<file path="config.mk">
export PLATFORM = sky130hd
export DESIGN_NAME = batt_detect_seq
export DESIGN_NICKNAME = d
export VERILOG_FILES = /design/src/rtl/bpd_pkg.sv /design/src/rtl/bpd_trig.sv /design/src/rtl/bpd_interval.sv /design/src/rtl/bpd_fsm.sv /design/src/rtl/batt_detect_seq.sv
export SDC_FILE = /design/constraint.sdc
export NUM_CORES = 1
export LEC_CHECK = 0
export BUFFER_PORTS_ARGS = -buffer_cell sky130_fd_sc_hd__buf_2
export CORE_MARGIN = 2
export CORE_UTILIZATION = 56
export CTS_BUF_LIST = sky130_fd_sc_hd__clkbuf_4 sky130_fd_sc_hd__clkbuf_8 sky130_fd_sc_hd__clkbuf_16
export CTS_CLUSTER_DIAMETER = 150
export DETAILED_ROUTE_END_ITERATION = 16
export GPL_ROUTABILITY_DRIVEN = 0
export PLACE_DENSITY = 0.83
export SYNTH_ARGS = -nofsm -noshare
export SYNTH_HDL_FRONTEND = slang
export SYNTH_SLANG_ARGS = --single-unit
</file>
<file path="constraint.sdc">
create_clock -name clk_i -period 3.4 [get_ports clk_i]
set_clock_uncertainty 0.2 [all_clocks]
set_input_delay 0 -clock clk_i [delete_from_list [all_inputs] [get_ports clk_i]]
set_output_delay 0 -clock clk_i [all_outputs]
set_load 0.01 [all_outputs]
</file>
<file path="src/rtl/bpd_pkg.sv">
package bpd_pkg;
  typedef enum logic [1:0] {
    ST_IDLE  = 2'd0,
    ST_DISCH = 2'd1,
    ST_WAKE  = 2'd2,
    ST_TDIS  = 2'd3
  } bpd_state_e;
endpackage

</file>
<file path="src/rtl/bpd_trig.sv">
module bpd_trig (
  input  logic clk_i,
  input  logic rst_ni,
  input  logic rch_low_i,
  input  logic por_i,
  output logic rch_rise_o,
  output logic por_rel_o
);
  logic rch_q, por_q;

  always_ff @(posedge clk_i or negedge rst_ni) begin
    if (!rst_ni) begin
      rch_q <= 1'b0;
      por_q <= 1'b0;
    end else begin
      rch_q <= rch_low_i;
      por_q <= por_i;
    end
  end

  assign rch_rise_o = rch_low_i & ~rch_q;
  assign por_rel_o  = por_q & ~por_i;


  trig_excl_chk: assert property (@(posedge clk_i) disable iff (!rst_ni)
    por_rel_o |-> $past(por_i));
endmodule

</file>
<file path="src/rtl/bpd_interval.sv">
module bpd_interval #(
  parameter int CNT_W = 10
) (
  input  logic             clk_i,
  input  logic             rst_ni,
  input  logic             clr_i,
  input  logic             tick_i,
  input  logic [CNT_W-1:0] len_i,
  output logic             done_o
);
  logic [CNT_W-1:0] cnt_q;

  assign done_o = tick_i && (cnt_q == len_i - CNT_W'(1));

  always_ff @(posedge clk_i or negedge rst_ni) begin
    if (!rst_ni)          cnt_q <= '0;
    else if (clr_i)       cnt_q <= '0;
    else if (done_o)      cnt_q <= '0;
    else if (tick_i)      cnt_q <= cnt_q + CNT_W'(1);
  end


  cnt_in_range_chk: assert property (@(posedge clk_i) disable iff (!rst_ni)
    !clr_i |-> (cnt_q < len_i));
endmodule

</file>
<file path="src/rtl/bpd_fsm.sv">
module bpd_fsm
  import bpd_pkg::*;
#(
  parameter int SINK_TICKS = 1000,
  parameter int WAKE_TICKS = 500,
  parameter int TERM_TICKS = 262,
  parameter int CNT_W      = 10
) (
  input  logic             clk_i,
  input  logic             rst_ni,
  input  logic             chg_en_i,
  input  logic             por_i,
  input  logic             start_i,
  input  logic             term_det_i,
  input  logic             rch_low_i,
  input  logic             short_low_i,
  input  logic             rch_high_i,
  input  logic             done_i,
  output logic             clr_o,
  output logic [CNT_W-1:0] len_o,
  output logic             sink_en_o,
  output logic             wake_en_o,
  output logic             absent_pulse_o,
  output logic             start_pulse_o,
  output logic             absent_o
);
  bpd_state_e state_q, state_d;
  logic abort, absent_set, start_set;
  logic absent_q, apulse_q, spulse_q;

  assign abort = por_i | ~chg_en_i;

  always_comb begin
    state_d    = state_q;
    absent_set = 1'b0;
    start_set  = 1'b0;
    if (abort) begin
      state_d = ST_IDLE;
    end else begin
      unique case (state_q)
        ST_IDLE: begin
          if (start_i)         state_d = ST_DISCH;
          else if (term_det_i) state_d = ST_TDIS;
        end
        ST_DISCH: if (done_i) begin
          if (short_low_i) state_d = ST_WAKE;
          else begin
            state_d   = ST_IDLE;
            start_set = 1'b1;
          end
        end
        ST_WAKE: if (done_i) begin
          if (rch_high_i) begin
            state_d    = ST_DISCH;
            absent_set = 1'b1;
          end else begin
            state_d   = ST_IDLE;
            start_set = 1'b1;
          end
        end
        ST_TDIS: if (done_i) state_d = rch_low_i ? ST_DISCH : ST_IDLE;
        default: state_d = ST_IDLE;
      endcase
    end
  end

  always_comb begin
    unique case (state_q)
      ST_WAKE: len_o = CNT_W'(WAKE_TICKS);
      ST_TDIS: len_o = CNT_W'(TERM_TICKS);
      default: len_o = CNT_W'(SINK_TICKS);
    endcase
  end

  assign clr_o = (state_d != state_q) || (state_q == ST_IDLE);

  always_ff @(posedge clk_i or negedge rst_ni) begin
    if (!rst_ni) begin
      state_q  <= ST_IDLE;
      absent_q <= 1'b0;
      apulse_q <= 1'b0;
      spulse_q <= 1'b0;
    end else begin
      state_q  <= state_d;
      apulse_q <= absent_set;
      spulse_q <= start_set;
      if (por_i)           absent_q <= 1'b0;
      else if (absent_set) absent_q <= 1'b1;
      else if (start_set)  absent_q <= 1'b0;
    end
  end

  assign sink_en_o      = (state_q == ST_DISCH) || (state_q == ST_TDIS);
  assign wake_en_o      = (state_q == ST_WAKE);
  assign absent_pulse_o = apulse_q;
  assign start_pulse_o  = spulse_q;
  assign absent_o       = absent_q;


  enables_excl_chk: assert property (@(posedge clk_i) disable iff (!rst_ni)
    !(sink_en_o && wake_en_o));

  wake_after_sink_chk: assert property (@(posedge clk_i) disable iff (!rst_ni)
    $rose(wake_en_o) |-> $past(sink_en_o));

  absent_restart_chk: assert property (@(posedge clk_i) disable iff (!rst_ni)
    absent_pulse_o |-> (absent_o && sink_en_o && !wake_en_o));

  abort_idle_chk: assert property (@(posedge clk_i) disable iff (!rst_ni)
    (por_i || !chg_en_i) |=> (!sink_en_o && !wake_en_o && !absent_pulse_o && !start_pulse_o));

  apulse_single_chk: assert property (@(posedge clk_i) disable iff (!rst_ni)
    absent_pulse_o |=> !absent_pulse_o);

  spulse_single_chk: assert property (@(posedge clk_i) disable iff (!rst_ni)
    start_pulse_o |=> !start_pulse_o);

  absent_hold_chk: assert property (@(posedge clk_i) disable iff (!rst_ni)
    !$stable(absent_o) |-> (absent_pulse_o || start_pulse_o || $past(por_i)));
endmodule

</file>
<file path="src/rtl/batt_detect_seq.sv">
module batt_detect_seq #(
  parameter int SINK_TICKS = 1000,
  parameter int WAKE_TICKS = 500,
  parameter int TERM_TICKS = 262
) (
  input  logic clk_i,
  input  logic rst_ni,
  input  logic tick_i,
  input  logic chg_en_i,
  input  logic por_i,
  input  logic term_det_i,
  input  logic bat_below_rch_i,
  input  logic bat_below_short_i,
  input  logic bat_above_rch_i,
  output logic sink_en_o,
  output logic wake_en_o,
  output logic absent_pulse_o,
  output logic start_chg_o,
  output logic absent_o
);
  localparam int MAX_AB    = (SINK_TICKS > WAKE_TICKS) ? SINK_TICKS : WAKE_TICKS;
  localparam int MAX_TICKS = (MAX_AB > TERM_TICKS) ? MAX_AB : TERM_TICKS;
  localparam int CNT_W     = $clog2(MAX_TICKS + 1);

  logic             rch_rise, por_rel, clr, done;
  logic [CNT_W-1:0] len;

  bpd_trig u_trig (
    .clk_i      (clk_i),
    .rst_ni     (rst_ni),
    .rch_low_i  (bat_below_rch_i),
    .por_i      (por_i),
    .rch_rise_o (rch_rise),
    .por_rel_o  (por_rel)
  );

  bpd_interval #(.CNT_W(CNT_W)) u_interval (
    .clk_i  (clk_i),
    .rst_ni (rst_ni),
    .clr_i  (clr),
    .tick_i (tick_i),
    .len_i  (len),
    .done_o (done)
  );

  bpd_fsm #(
    .SINK_TICKS (SINK_TICKS),
    .WAKE_TICKS (WAKE_TICKS),
    .TERM_TICKS (TERM_TICKS),
    .CNT_W      (CNT_W)
  ) u_fsm (
    .clk_i          (clk_i),
    .rst_ni         (rst_ni),
    .chg_en_i       (chg_en_i),
    .por_i          (por_i),
    .start_i        (rch_rise | por_rel),
    .term_det_i     (term_det_i),
    .rch_low_i      (bat_below_rch_i),
    .short_low_i    (bat_below_short_i),
    .rch_high_i     (bat_above_rch_i),
    .done_i         (done),
    .clr_o          (clr),
    .len_o          (len),
    .sink_en_o      (sink_en_o),
    .wake_en_o      (wake_en_o),
    .absent_pulse_o (absent_pulse_o),
    .start_pulse_o  (start_chg_o),
    .absent_o       (absent_o)
  );
endmodule

</file>
==> results.cfg <==
[run_status]
outcome = complete, no violations

[critical_path]
crit_chain = inv_1 > ha_1 > o31a_1 > and4bb_4 > nand4_1 > dlygate4sd3_1 > a21oi_1 > dlygate4sd3_1
critPathCaptureType = flip-flop
rr_worst_depth = 8
crit_fanout = 9
critPathRequiredTime_ns = 3.45
max_stage_delay_ns = 0.57
crit_slowest_cell = dlygate4sd3_1
start_kind = flip-flop
worstPathArrival_ns = 3.28
reg2reg_slack_ns = 0.17
worstSetupPathType = reg2reg
crit_top_cell = dlygate4sd3_1

[synth]
synth_ff_type = dfrtp_1
synth_edf_count = 0
synth_fa_ha_area_share_pct = 8.42
syn_inst = 108
async_flop_share_pct = 100
ys.warnings.count = 0
synth_area_mm2 = 0.00104
yosysSeqAreaShare_pct = 40.9
synth_xor_area_share_pct = 10.1
synth-compound-area-share_pct = 8.18
synth.distinct_cells = 34
synth_top_family_by_area = simple AND/OR/NAND/NOR gates
synth-seq-cells = 17
syn_nets = 124
synth-simple-area-share_pct = 24.9
avgSynthCellArea_um2 = 9.63
muxShareOfSynthArea_pct = 3.01

[power_and_ir_drop]
ir_drop_mv = 0.195
p_sw_share_pct = 26.0
power_frac_seq_pct = 54.7
p_int_uw = 284
p_comb_share_pct = 14.4
p_leak_uw = 0.000578
powerDensity_mw_per_mm2 = 302
clkPwrFrac_pct = 30.9
switchingPower_uw = 99.7

[clock_network]
post_cts_buffers = 0
cts_tree = done
cts_max_level = 1
cts_buffers = 3
clk_pin_slew_ns = 0.10
clock_latency_ns = 0.30
cts_root_buf = clkbuf_4
clk_path_buf_depth = 2
clock_sinks = 17

[timing]
setup_viol = 0
fin_ws_ns = 0.168
relSlewSlack_pct = 50.9
max_freq_mhz = 309
rsz0062_at_grt = false
slew_viol_final = 0
hold_viol_final = 0
tns_ns = 0
tightestPinTransition_ns = 0.734
final.min_clock_period_ns = 3.23
period_share_pct = 95.1

[placed_design]
hpwl_um = 1470
port_buffers = 13
dp.cells = 143
dp_slack_ns = 1.01

[floorplan]
start_util_pct = 59.6
num_rows = 15
dieArea_mm2 = 0.00222
die-width_um = 47.1
core_mm2 = 0.00175
chipHeight_um = 47.1
ios = 14

[global_route]
antenna_found_initial = 0
grt_pass1_vias = 779
use_met1_pct = 30.3
gr-usage-met3_pct = 2.31
grt_use_met2_pct = 35.3
grt-busiest-layer = met2
grt_pass1_wl_um = 3360
grt_max_degree = 18
globalRoute.totalOverflow = 0
track_usage_pct = 21.9

[finish]
nNetsFinal = 151
multiInputGateArea_um2 = 573
final_cells = 159
layout-drive-gt1-share_pct = 19.4
seqCellArea_um2 = 425
syn2layout_area_growth_pct = 22.3
nFillCells = 131
diodes = 0

[job]
max_cap_viol_count = 0

[routing]
ant_nets = 0
drtPass1Iterations = 4
vias_per_cell = 5.46
drt_iter0_drc = 19
wire_per_inst_um = 13.3
routed_wl_um = 2110
vias = 868
drc = 0

[hold_path]
hp-class = in2reg
whs_path_depth = 2
[worst paths after layout]
check                                     from                   to
setup / recovery              u_fsm.state_q[0]       u_fsm.absent_o
hold / removal                 bat_below_rch_i         u_trig.rch_q
setup reg to reg              u_fsm.state_q[0]       u_fsm.absent_o
hold reg to reg            u_interval.cnt_q[8]  u_interval.cnt_q[8]
max in group asynchronous               rst_ni  u_interval.cnt_q[4]
min in group asynchronous               rst_ni  u_interval.cnt_q[9]
[cell type report]
cell class | instances | area share (%)
multi-input combinational | 81 | 45.1
sequential | 17 | 33.5
tap | 25 | 2.46
clock buffer | 4 | 2.36
timing repair buffer | 25 | 14.6
inverter | 7 | 2.07
[layout by cell type (no fill, tap or decap), types with 2 or more instances in the layout]
master / Yosys / routed
buf_2: 1 / 13
mux2i_1: 2 / 2
ha_1: 7 / 7
dfrtp_1: 17 / 17
nand3_1: 3 / 3
nor3_1: 8 / 8
xnor2_1: 6 / 6
nand4_1: 5 / 5
dlygate4sd3_1: 0 / 12
clkbuf_4: 0 / 4
nand2b_1: 2 / 2
a21oi_1: 2 / 2
nor2_1: 14 / 14
nand2_1: 8 / 8
inv_1: 7 / 7
xor2_1: 6 / 6
[worst max-delay path: cells and delay by family (launching register included)]
family,cells,cell delay [ns]
AOI/OAI and AO/OA,2,0.48
and+or+nand+nor,2,0.47
DFF,1,0.45
buffers and inverters,3,1.24
adders and majority gates,1,0.33
[cells in the mapped netlist (2+ instances only)]
cell      count  area share, %
a21oi_1       2           0.96
dfrtp_1      17             41
ha_1          7            8.4
inv_1         7            2.5
mux2i_1       2            1.9
nand2_1       8            2.9
nand2b_1      2            1.2
nand3_1       3            1.4
nand4_1       5            3.0
nor2_1       14            5.1
nor3_1        8            3.9
xnor2_1       6            5.1
xor2_1        6            5.1
[power by group through the flow]
| stage | Sequential, µW | Combinational, µW | Clock (µW) |
|---|---|---|---|
| 2_1_floorplan | 213 | 28.6 | 0 |
| 3_3_place_gp | 213 | 45.0 | 0 |
| 3_5_place_dp | 214 | 46.3 | 0 |
| 4_1_cts | 210 | 55.0 | 118 |
| 5_1_grt | 210 | 61.5 | 124 |
| 6_report | 210 | 55.3 | 119 |
[logic make-up after synthesis]
| kind of cell | count (synthesis) |
|---|---|
| buf+inv | 10 |
| flops | 17 |
| fa+ha+maj | 7 |
| simple gates | 49 |
| mux | 3 |
| compound gates | 10 |
| xor+xnor | 12 |
[registers in the layout, summed over array words and instances (netlist names)]
signal,count
u_fsm.absent_o,1
u_trig.por_q,1
u_trig.rch_q,1
u_interval.cnt_q,10
u_fsm.state_q,2
u_fsm.absent_pulse_o,1
u_fsm.start_pulse_o,1
[metal layers]
layer	share of wire [%]	wire [µm]
met4	2.0	42
met5	0	0
met2	47	987
met3	3.4	71
met1	48	1010
[timing repair]
action                                  in CTS  in global routing
hold buffers                                12                  0
hold endpoints to repair                    29                  0
resized for setup                            0                  1
endpoints found under the setup margin       0                  1
[stage by stage]
step	area [µm²]	util [%]	hold WS (ns)	power, µW
after global placement	1120	63.9	-0.267	258
after floorplan	1040	-	-0.496	241
after detailed placement	1120	63.9	-0.265	260
final	1270	72.8	0.193	384
after global routing	1270	72.8	0.219	396
after CTS	1270	72.5	0.166	383
Note: power is estimated with default switching activity, not from simulation.
